### config.mk
export PLATFORM = sky130hd
export DESIGN_NAME = led_drv_init_seq
export DESIGN_NICKNAME = d
export VERILOG_FILES = /design/src/rtl/led_init_pkg.sv /design/src/rtl/init_pulse_train.sv /design/src/rtl/init_seq_fsm.sv /design/src/rtl/led_drv_init_seq.sv
export SDC_FILE = /design/constraint.sdc
export NUM_CORES = 1
export LEC_CHECK = 0
export BUFFER_PORTS_ARGS = -buffer_cell sky130_fd_sc_hd__buf_2
export CORE_MARGIN = 2
export CORE_UTILIZATION = 57
export DETAILED_ROUTE_END_ITERATION = 10
export PLACE_DENSITY_LB_ADDON = 0.3
export SYNTH_ARGS = -nofsm -noshare
export SYNTH_HDL_FRONTEND = slang
export SYNTH_SLANG_ARGS = --single-unit
export TNS_END_PERCENT = 50
### constraint.sdc
create_clock -name clk -period 4.8 [get_ports clk]
set_input_delay 0.96 -clock clk [delete_from_list [all_inputs] [get_ports clk]]
set_output_delay 0.96 -clock clk [all_outputs]
set_load 0.01 [all_outputs]
### src/rtl/led_init_pkg.sv
package led_init_pkg;
  typedef enum logic [2:0] {
    ST_IDLE,
    ST_DC_SHIFT,
    ST_DC_LATCH,
    ST_GS_SHIFT,
    ST_GS_LATCH,
    ST_TAIL_CLK,
    ST_DONE
  } init_state_e;
endpackage

### src/rtl/init_pulse_train.sv
// Emits LIMIT pulses, each one cycle low then one cycle high, while enabled.
module init_pulse_train #(
  parameter int CW = 8
) (
  input  logic          clk,
  input  logic          rst_n,
  input  logic          en_i,
  input  logic [CW-1:0] limit_i,
  output logic          pulse_o,
  output logic          last_o
);
  logic          pulse_q;
  logic [CW-1:0] cnt_q;

  assign last_o  = en_i && pulse_q && (cnt_q == limit_i - CW'(1));
  assign pulse_o = pulse_q;

  always_ff @(posedge clk or negedge rst_n) begin
    if (!rst_n) begin
      pulse_q <= 1'b0;
      cnt_q   <= '0;
    end else if (!en_i || last_o) begin
      pulse_q <= 1'b0;
      cnt_q   <= '0;
    end else if (pulse_q) begin
      pulse_q <= 1'b0;
      cnt_q   <= cnt_q + CW'(1);
    end else begin
      pulse_q <= 1'b1;
    end
  end
endmodule

### src/rtl/init_seq_fsm.sv
module init_seq_fsm
  import led_init_pkg::*;
#(
  parameter int DC_PULSES = 96,
  parameter int GS_PULSES = 192,
  parameter int CW        = 8
) (
  input  logic          clk,
  input  logic          rst_n,
  input  logic          start_i,
  input  logic          sclk_last_i,
  input  logic          latch_last_i,
  output logic          sclk_en_o,
  output logic [CW-1:0] sclk_limit_o,
  output logic          latch_en_o,
  output logic          sdata_o,
  output logic          prog_mode_o,
  output logic          done_o
);
  init_state_e state_q;

  always_comb begin
    sclk_en_o    = 1'b0;
    latch_en_o   = 1'b0;
    sclk_limit_o = CW'(1);
    case (state_q)
      ST_DC_SHIFT: begin sclk_en_o = 1'b1; sclk_limit_o = CW'(DC_PULSES); end
      ST_GS_SHIFT: begin sclk_en_o = 1'b1; sclk_limit_o = CW'(GS_PULSES); end
      ST_TAIL_CLK: begin sclk_en_o = 1'b1; sclk_limit_o = CW'(1); end
      ST_DC_LATCH, ST_GS_LATCH: latch_en_o = 1'b1;
      default: ;
    endcase
  end

  always_ff @(posedge clk or negedge rst_n) begin
    if (!rst_n) begin
      state_q     <= ST_IDLE;
      sdata_o     <= 1'b0;
      prog_mode_o <= 1'b1;
      done_o      <= 1'b0;
    end else begin
      case (state_q)
        ST_IDLE, ST_DONE: if (start_i) begin
          state_q     <= ST_DC_SHIFT;
          sdata_o     <= 1'b1;
          prog_mode_o <= 1'b1;
          done_o      <= 1'b0;
        end
        ST_DC_SHIFT: if (sclk_last_i) state_q <= ST_DC_LATCH;
        ST_DC_LATCH: if (latch_last_i) begin
          state_q     <= ST_GS_SHIFT;
          sdata_o     <= 1'b0;
          prog_mode_o <= 1'b0;
        end
        ST_GS_SHIFT: if (sclk_last_i) state_q <= ST_GS_LATCH;
        ST_GS_LATCH: if (latch_last_i) state_q <= ST_TAIL_CLK;
        ST_TAIL_CLK: if (sclk_last_i) begin
          state_q <= ST_DONE;
          done_o  <= 1'b1;
        end
        default: state_q <= ST_IDLE;
      endcase
    end
  end
endmodule

### src/rtl/led_drv_init_seq.sv
module led_drv_init_seq #(
  parameter int CHANNELS = 16,
  parameter int DC_BITS  = 6,
  parameter int GS_BITS  = 12
) (
  input  logic clk,
  input  logic rst_n,
  input  logic start_i,
  output logic sdata_o,
  output logic sclk_o,
  output logic latch_o,
  output logic blank_o,
  output logic prog_mode_o,
  output logic dc_src_o,
  output logic done_o
);
  localparam int DC_PULSES = CHANNELS * DC_BITS;
  localparam int GS_PULSES = CHANNELS * GS_BITS;
  localparam int MAX_PULSES = (DC_PULSES > GS_PULSES) ? DC_PULSES : GS_PULSES;
  localparam int CW = $clog2(MAX_PULSES + 1);

  logic          sclk_en, latch_en, sclk_last, latch_last;
  logic [CW-1:0] sclk_limit;
  logic          ctrl_q;

  init_seq_fsm #(
    .DC_PULSES(DC_PULSES), .GS_PULSES(GS_PULSES), .CW(CW)
  ) u_fsm (
    .clk(clk), .rst_n(rst_n), .start_i(start_i),
    .sclk_last_i(sclk_last), .latch_last_i(latch_last),
    .sclk_en_o(sclk_en), .sclk_limit_o(sclk_limit), .latch_en_o(latch_en),
    .sdata_o(sdata_o), .prog_mode_o(prog_mode_o), .done_o(done_o)
  );

  init_pulse_train #(.CW(CW)) u_sclk (
    .clk(clk), .rst_n(rst_n), .en_i(sclk_en), .limit_i(sclk_limit),
    .pulse_o(sclk_o), .last_o(sclk_last)
  );

  init_pulse_train #(.CW(1)) u_latch (
    .clk(clk), .rst_n(rst_n), .en_i(latch_en), .limit_i(1'b1),
    .pulse_o(latch_o), .last_o(latch_last)
  );

  // Blanking and register-sourced dot correction are held throughout.
  always_ff @(posedge clk or negedge rst_n) begin
    if (!rst_n) ctrl_q <= 1'b1;
    else        ctrl_q <= 1'b1;
  end
  assign blank_o  = ctrl_q;
  assign dc_src_o = ctrl_q;
endmodule

Word level (Yosys, flattened, before mapping)
Cells that the tools add are included.
{"block": "totals", "register_bits": 17, "input_bits": 3, "out_inout_bits": 7}
{"block": "op_classes", "addsub": 3, "eq_ne": 13, "n_mux": 24, "bitwise_logic": 1, "n_reduce_logical": 19}
{"operator": "$mux 3", "count": 6}
{"operator": "$pmux 3 s6", "count": 1}
{"operator": "$mux 8", "count": 2}
{"operator": "$pmux 8 s2", "count": 1}
{"operator": "$mux 1", "count": 12}
{"operator": "$ne 2x1->1 const B", "count": 5}
{"operator": "$eq 3x3->1 const B", "count": 3}
{"operator": "$add 8x1->8 const B", "count": 1}
{"operator": "$eq 8x8->1", "count": 1}
{"operator": "$reduce_bool 2->1", "count": 4}
{"operator": "$sub 8x1->8 const B", "count": 1}
{"operator": "$eq 3x2->1 const B", "count": 2}
{"operator": "$reduce_and 3->1", "count": 2}
{"operator": "$reduce_and 6->1", "count": 1}
{"operator": "$logic_and 1x1->1", "count": 4}
{"operator": "$pmux 1 s2", "count": 2}
{"operator": "$reduce_or 2->1", "count": 2}
{"operator": "$eq 3x1->1 const B", "count": 1}
{"operator": "$logic_not 3->1", "count": 1}
{"operator": "$reduce_or 3->1", "count": 1}
{"operator": "$logic_not 1->1", "count": 2}
{"operator": "$logic_or 1x1->1", "count": 2}
{"operator": "$ne 2x2->1 const B", "count": 1}
{"operator": "$add 1x1->1 const B", "count": 1}
{"operator": "$not 1->1", "count": 1}

Longest topological paths before layout
Gate-level depths: netlist (run 1).
{"block": "logic_depth", "word_depth": 7, "ltp_mapped": 7}

Hierarchy
From an unflattened synthesis (run 1), not the netlist that was laid out.
{"block": "hier_totals", "hier_cells": 130, "area_unflattened_um2": 1187.4}
{"mod": "init_pulse_train (u_sclk)", "instances": 1, "cells_each": 74, "area_per_inst_um2": 693.2, "seq_area_each_um2": 225.2}
{"mod": "init_seq_fsm", "instances": 1, "cells_each": 45, "area_per_inst_um2": 387.9, "seq_area_each_um2": 151.4}
{"mod": "init_pulse_train (u_latch)", "instances": 1, "cells_each": 8, "area_per_inst_um2": 87.6, "seq_area_each_um2": 50.0}
{"mod": "led_drv_init_seq", "instances": 1, "cells_each": 3, "area_per_inst_um2": 18.8, "seq_area_each_um2": 0.0}

Worst setup path before layout (run 1)
OpenSTA, ideal clock, no wires.
{"block": "synth_path", "kind": "reg2reg", "start": "register u_fsm.state_q[2]", "end": "register u_fsm.state_q[2]", "setup_time_ns": 0.128, "arrival_ns": 1.817, "required_time_ns": 4.672, "path_slack_ns": 2.856, "path_stages_with_launch": 8, "path_buffers": 2, "period_less_slack_ns": 1.944, "cell_sequence": "dfrtp_1 -> buf_4 -> nor2b_4 -> a31oi_1 -> or4b_1 -> buf_2 -> o21ai_1 -> mux2_1"}
{"block": "synth_via", "elab_chain_len": 7, "elab_cells_between_ends": 27, "classes_between": "1 x add/sub; 13 x eq/ne; 4 x mux; 9 x reduce/logical"}
{"item": "start: declaration", "line": "init_seq_fsm.sv:20", "rtl": "init_state_e state_q;"}
{"item": "start signal: assignment", "line": "init_seq_fsm.sv:37", "rtl": "state_q <= ST_IDLE;"}
{"item": "start signal: assignment", "line": "init_seq_fsm.sv:44", "rtl": "state_q <= ST_DC_SHIFT;"}
{"item": "start signal: assignment", "line": "init_seq_fsm.sv:49", "rtl": "ST_DC_SHIFT: if (sclk_last_i) state_q <= ST_DC_LATCH;"}
{"item": "$eq 3x2->1, or another cell as far along", "line": "init_seq_fsm.sv:26, init_seq_fsm.sv:42"}
{"item": "$pmux 8 s2, or another cell as far along", "line": "init_seq_fsm.sv:26", "rtl": "case (state_q)"}
{"item": "$sub 8x1->8 or $mux 1 (tied branches)", "line": "init_pulse_train.sv:15, init_seq_fsm.sv:26"}
{"item": "$eq 8x8->1 or $logic_and 1x1->1 (tied branches)", "line": "init_pulse_train.sv:15", "rtl": "assign last_o = en_i && pulse_q && (cnt_q == limit_i - CW'(1));"}
{"item": "$logic_and 1x1->1", "line": "init_pulse_train.sv:15"}
{"item": "$ne 2x1->1 (no line)"}
{"item": "$reduce_and 6->1 (no line)"}
Parallel ways exist; a longest one is shown, timed or not.
A chain may end at the register's enable or synchronous reset.

Worst setup path after layout (run 1)
{"block": "layout_path", "start": "register u_fsm.state_q[1]", "end": "register u_fsm.state_q[2]"}
The elaborated chain is that of the path after synthesis.

==> results by group, run 1 <==
Worst setup path
  – R2r endpoint: u_fsm.state_q[2]
  – Delay of the slowest cell on the worst path: 650 ps
  – Worst R2R Setup Slack: 2610 ps
  – Reg-to-Reg Start: u_fsm.state_q[1]
  – Highest-delay cell along the critical path: or4b_1
  – Crit path capture type: flip-flop
  – Kind of critical path: flip-flop to flip-flop
  – Worst r2r path cells: 5
  – Max FO, Critical Path: 10
  – CP required: 4980 ps
  – Arr. time, crit path: 2370 ps
  – Setup crit start kind: flip-flop
  – Crit-path cells: nor2b_4 -> a31oi_1 -> or4b_1 -> o21ai_1 -> mux2_1
  – Critical Path Start: u_fsm.state_q[1]
  – End point of the critical path: u_fsm.state_q[2]

Layout
  – FF/Latch Area: 427 sq um
  – Fillers: 151
  – Final #Nets: 123
  – Footprint of the multi-input gates: 508 sq um
  – P&R area growth vs syn: 4.16%
  – # diodes: 0
  – Layout cell share with drive strength beyond 1: 0.128
  – Non-Filler Instances: 134

Clocking
  – Clk sinks: 17
  – Worst-Skew Late Latency: 290 ps
  – CTS root buffer: clkbuf_4
  – CTS tree: done
  – H-tree Lvls: 1
  – CTS buffer count: 3
  – CTS resizes: 0
  – CTS Hold Buffers Added: 0
  – Clock slew at reported path FFs: 100 ps
  – Max Root-Sink Buffers: 2
  – Post-CTS Setup Bufs: 0

Die
  – Die Span Y: 45.7 microns
  – Io pins: 10
  – Initial Util: 0.587
  – Die area: 2090 sq um
  – Num rows: 15
  – Die width: 45.7 microns
  – Core Area: 1690 sq um

Global routing
  – First-pass GRT wire length: 3.15 mm
  – Vias in the first global route: 728
  – Grt total ovfl: 0
  – GRT Util Overall: 0.212
  – Largest net degree at the start of global routing: 18
  – Antenna violations before repair: 0

STA
  – Fin Clk Skew: 1.58 ps
  – RSZ-0062 raised after global routing: false
  – Final hold vios: 0
  – Count of pins over their slew limit: 0
  – F_max: 457 MHz
  – Total negative slack: 0 ps
  – Slew HR: 0.609
  – Tmin final: 2190 ps
  – Worst-margin pin slew: 584 ps
  – Period utilisation layout: 0.456
  – Setup violations, final: 0

Synth
  – Library cells used by synthesis: 37
  – Most frequent cell after synthesis: nor2_1
  – Synth Area per Inst: 8.86 sq um
  – Asr flop ratio synth: 1.00
  – Post-synthesis register bit count: 17
  – Top cells by area, synth: dfrtp_1 40%, nor2_1 7.2%, o21ai_0 4.5%, nand2_1 3.8%, xnor2_1 3.5%
  – Post-synth EDFFs: 0
  – Sequential share of the synthesized area: 0.430
  – Mapped cell area: 992 sq um
  – Mapped Cells: 112
  – Synth top cells by count: 19 x nor2_1, 16 x dfrtp_1, 10 x nand2_1, 9 x o21ai_0, 6 x nor3_1
  – Top_reg_cell synth: dfrtp_1
  – Largest area contributor in the netlist: dfrtp_1
  – Synth warnings: 0
  – Top-area cell type share of the netlist area: 0.404

Pwr
  – VDD IR max: 0.160 mV
  – Power per Cell Area: 216 nW/um^2
  – Leak Pwr: 0.492 nW

Outcome
  – Status: complete, no violations

Routing
  – Via density: 5.85
  – Post-route ant nets: 0
  – Initial DRT Pass Iterations: 4
  – Final WL: 1.78 mm
  – DRC viols: 0
  – Post-DR wirelength/cell: 13.3 microns
  – Initial DRC count: 15
  – Via count: 784

Run
  – Max-Cap Viols: 0

Hold path
  – Hold Path Class: flip-flop to flip-flop

Place
  – Port bufs: 7
  – Routability cong.: 0.846
  – Placed Cells: 130
  – Post-DP HPWL: 1.32 mm
## power breakdown
group	total [mW]	internal [mW]	switching (mW)
logic	0.00429	0.000658	0.00363
clock network	0.0753	0.0310	0.0443
registers	0.143	0.143	0
total	0.223	0.175	0.0479
## metal layers
metal,part of all wire,up-vias,GRT usage
met1,0.46,376,0.291
met5,0,-,0
li1,-,387,-
met3,0.032,5,0.0238
met2,0.48,16,0.330
met4,0.020,0,0.103
## registers in the layout, indices dropped and copies added, names as in the netlist
signal             cells
u_latch.pulse_o        1
u_sclk.pulse_o         1
u_fsm.state_q          3
u_fsm.sdata_o          1
u_latch.cnt_q          1
u_fsm.prog_mode_o      1
u_sclk.cnt_q           8
u_fsm.done_o           1
## logic make-up (layout without fill, tap and decap cells)
kind of cell               count (synthesis)  count (layout)  synth area share
and+or+nand+nor                           45              45             0.221
AOI/OAI and AO/OA                         26              26             0.166
DFF                                       17              17             0.430
buffers and inverters                     11              15            0.0618
xor gates and xnor gates                   8               8            0.0706
adders and majority gates                  2               2            0.0252
muxes                                      2               2            0.0214
other                                      1               2           0.00378
## worst max-delay path: cells and delay by family, from the launching register on
family	cells	cell delay, ps
multiplexers	1	340
AO/OA/AOI/OAI	2	320
AND/OR/NAND/NOR	2	900
flip-flops	1	530
## through the flow
stage / total power [mW] / cell area, sq um / hold slack (ps) / util / worst slack (ps)
detailed placement: 0.150 / 1010 / 466 / 0.596 / 2650
floorplan: 0.148 / 996 / 444 / - / 2860
global route: 0.235 / 1030 / 506 / 0.612 / 2530
global placement: 0.150 / 1010 / 459 / 0.596 / 2740
CTS: 0.227 / 1030 / 483 / 0.612 / 2620
finish: 0.223 / 1030 / 478 / 0.612 / 2610
## layout make-up
cell class | count | share of cell area
repair buffers | 7 | 0.0339
well taps | 17 | 0.0206
clock buffers | 3 | 0.0218
inverters | 4 | 0.0145
flip-flops and latches | 17 | 0.413
clock inverters | 1 | 0.00484
multi-input cells | 85 | 0.492
## placed cells by master (no fill, tap or decap), types with 2 or more instances in the layout
cell type	netlist	layout
nor2_1	19	19
dfrtp_1	16	16
nand2_1	10	10
o21ai_0	9	9
buf_2	1	7
nor3_1	6	6
a21oi_1	5	5
inv_1	4	4
xnor2_1	4	4
xor2_1	4	4
clkbuf_4	0	3
a31oi_1	2	2
nand2b_1	2	2
o2111ai_1	2	2
ha_1	2	2
conb_1	1	2
## worst min path at each step
stage               startpoint              end  slack [ps]  depth (start not counted)
2_1_floorplan    u_latch.cnt_q    u_latch.cnt_q         440                          1
3_3_place_gp   u_latch.pulse_o  u_latch.pulse_o         460                          1
3_5_place_dp   u_latch.pulse_o  u_latch.pulse_o         470                          1
4_1_cts        u_latch.pulse_o  u_latch.pulse_o         480                          1
5_1_grt        u_latch.pulse_o  u_latch.pulse_o         510                          1
6_report       u_latch.pulse_o  u_latch.pulse_o         480                          1
Note: power is estimated with default switching activity, not from simulation.
==> run 2: changes to the inputs <==
--- a/config.mk
+++ b/config.mk
@@ -7,7 +7,7 @@
 export LEC_CHECK = 0
 export BUFFER_PORTS_ARGS = -buffer_cell sky130_fd_sc_hd__buf_2
 export CORE_MARGIN = 2
-export CORE_UTILIZATION = 57
+export CORE_UTILIZATION = 56
 export DETAILED_ROUTE_END_ITERATION = 10
 export PLACE_DENSITY_LB_ADDON = 0.3
 export SYNTH_ARGS = -nofsm -noshare
==> constraint.sdc (replaced) <==
create_clock -name clk -period 2.1 [get_ports clk]
set_input_delay 0.42 -clock clk [delete_from_list [all_inputs] [get_ports clk]]
set_output_delay 0.42 -clock clk [all_outputs]
set_load 0.01 [all_outputs]
==> run 2 against run 1 <==
  * Clock skew is 2.7 ps higher
  * Design area is 4.2% higher
  * Flip-flop and latch count did not move
  * Worst setup slack got worse by 2400 ps
  * Sequential share of layout area fell by 1.7 points
  * Maximum frequency is 13% higher
  * Count of clock-buffer cells in the layout increased by 1
  * Routed wire length rose by 5.1%
  * Die area increased by 1.6%
  * Global-route usage hardly changed
  * Critical path type unchanged
==> results by group, run 2 (synthesis gave the netlist of run 1 again) <==
Pwr
  – Power per Cell Area: 475 nW/um^2 (+120%)
  – VDD IR max: 0.346 mV (+120%)
  – Leak Pwr: 0.515 nW (+4.8%)
  – Pwr Total: 0.512 mW (+130%)

Layout
  – Final #Nets: 129 (+4.9%)
  – Biggest regs: u_sclk.cnt_q (8), u_fsm.state_q (3)
  – Layout cell share with drive strength beyond 1: 0.163 (+0.0344)
  – # diodes: 0 (unchanged)
  – P&R area growth vs syn: 8.57%
  – Max reg flops: 8 (unchanged)
  – Most common cell after layout, fill and taps aside: nor2_1
  – Top reg by flops: u_sclk.cnt_q
  – Most frequent cells in the layout: 19 x nor2_1, 16 x dfrtp_1, 10 x nand2_1

Clocking
  – Worst-Skew Late Latency: 290 ps (about the same)
  – Post-CTS Setup Bufs: 0 (unchanged)
  – Max Root-Sink Buffers: 2 (unchanged)
  – H-tree Lvls: 1 (unchanged)
  – CTS tree: done
  – CTS Hold Buffers Added: 0 (unchanged)
  – Clock slew at reported path FFs: 100 ps (about the same)
  – Clk sinks: 17 (unchanged)
  – CTS resizes: 0 (unchanged)
  – CTS buffer count: 3 (unchanged)
  – CTS root buffer: clkbuf_4

Run
  – Max-Cap Viols: 0 (unchanged)

Routing
  – WL met3: 72 microns (+29%)
  – Initial DRT Pass Iterations: 4 (unchanged)
  – Via count: 821 (+4.7%)
  – Wl on met1: 840 microns (+2.3%)
  – Initial DRC count: 19 (+4)
  – DRC viols: 0 (unchanged)
  – Post-route ant nets: 0 (unchanged)
  – Final WL: 1.87 mm (+5.1%)
  – Post-DR wirelength/cell: 13.3 microns (+0.56%)
  – DR top layer: met4
  – Met2 Routed Length: 933 microns (+8.4%)
  – Via density: 5.86 (+0.23%)

Worst setup path
  – Delay of the slowest cell on the worst path: 520 ps (-130 ps)
  – Worst r2r path cells: 6 (+1)
  – Max FO, Critical Path: 6 (-4)
  – Crit-path cells: nor2b_4 -> a31oi_1 -> or4b_1 -> buf_4 -> a211o_1 -> a22oi_1
  – CP required: 2310 ps (-2670 ps)
  – Kind of critical path: flip-flop to flip-flop
  – Setup crit start kind: flip-flop
  – Highest-delay cell along the critical path: or4b_1
  – Arr. time, crit path: 2140 ps (-230 ps)
  – Crit path capture type: flip-flop

Place
  – Port bufs: 7 (unchanged)
  – Post-DP HPWL: 1.40 mm (+6.4%)
  – Routability cong.: 0.916 (+8.3%)

Die
  – Initial Util: 0.587 (unchanged)
  – Die Span Y: 46.1 microns (+0.81%)
  – Io pins: 10 (unchanged)
  – Num rows: 15 (unchanged)
  – Die area: 2120 sq um (+1.6%)
  – Die width: 46.1 microns (+0.81%)
  – Core Area: 1690 sq um (unchanged)

Outcome
  – Status: complete, no violations

Global routing
  – Grt total ovfl: 0 (unchanged)
  – Largest net degree at the start of global routing: 18 (unchanged)
  – Vias in the first global route: 762 (+4.7%)
  – Antenna violations before repair: 0 (unchanged)
  – First-pass GRT wire length: 3.10 mm (-1.5%)
  – GRT Util Overall: 0.212 (about the same)

Hold path
  – Hold Path Class: input pin to asynchronous set/reset pin

STA
  – Total negative slack: 0 ps (unchanged)
  – Hold WS: 29.0 ps (-449 ps)
  – RSZ-0062 raised after global routing: false
  – Tmin final: 1930 ps (-256 ps)
  – Period utilisation layout: 0.920 (+0.464)
  – Count of pins over their slew limit: 0 (unchanged)
  – Fin Clk Skew: 4.28 ps (+2.70 ps)
  – Final hold vios: 0 (unchanged)
  – F_max: 518 MHz (+13%)
  – Setup violations, final: 0 (unchanged)
[run 2: cell types whose count changed in the layout (fill, tap and decap cells not counted)]
cell / previous run / this run
clkbuf_1: 0 / 1
buf_4: 0 / 6
clkinv_2: 1 / 0
[run 2: worst max-delay path, delay by kind of cell (launching register included)]
kind                   cells  cell delay (ps)
buffers and inverters      1              180
DFF                        1              460
and+or+nand+nor            2              690
AOI/OAI and AO/OA          3              520
[run 2: path summary, 6_finish.rpt]
check | startpoint | slack (ps) | end
worst max-delay path | u_fsm.state_q[2] | 170 | u_fsm.state_q[1]
worst min-delay path | rst_n | 30 | u_fsm.state_q[0]
worst max register to register | u_fsm.state_q[2] | 170 | u_fsm.state_q[1]
worst min register to register | u_latch.pulse_o | 470 | u_latch.pulse_o
max in group asynchronous | rst_n | 1760 | u_fsm.prog_mode_o
min in group clk | start_i | 460 | u_fsm.done_o
[run 2: layout make-up]
cell class,instances,area (sq um)
inverters,4,15.0
well taps,17,21.3
repair buffers,13,80.1
fillers,149,612
multi-input cells,85,508
flip-flops and latches,17,427
clock buffers,4,26.3
[run 2: stage by stage]
stage | area (sq um) | cells | util | worst slack, ps
floorplan | 996 | 113 | - | 156
global placement | 1050 | 136 | 0.622 | 182
detailed placement | 1050 | 136 | 0.622 | 179
CTS | 1080 | 140 | 0.638 | 163
global route | 1080 | 140 | 0.638 | 49.9
finish | 1080 | 140 | 0.638 | 169
[run 2: routing by layer]
metal | up-vias | track usage
met5 | - | 0
met3 | 4 | 0.0627
met2 | 16 | 0.353
li1 | 407 | -
met4 | 0 | 0.120
met1 | 394 | 0.238
[run 2: power breakdown]
part           internal, mW  switching (mW)  leakage (nW)
Clock                0.0739           0.101        0.0150
Sequential            0.327               0         0.204
Combinational       0.00150         0.00833         0.296
Total                 0.403           0.109         0.515
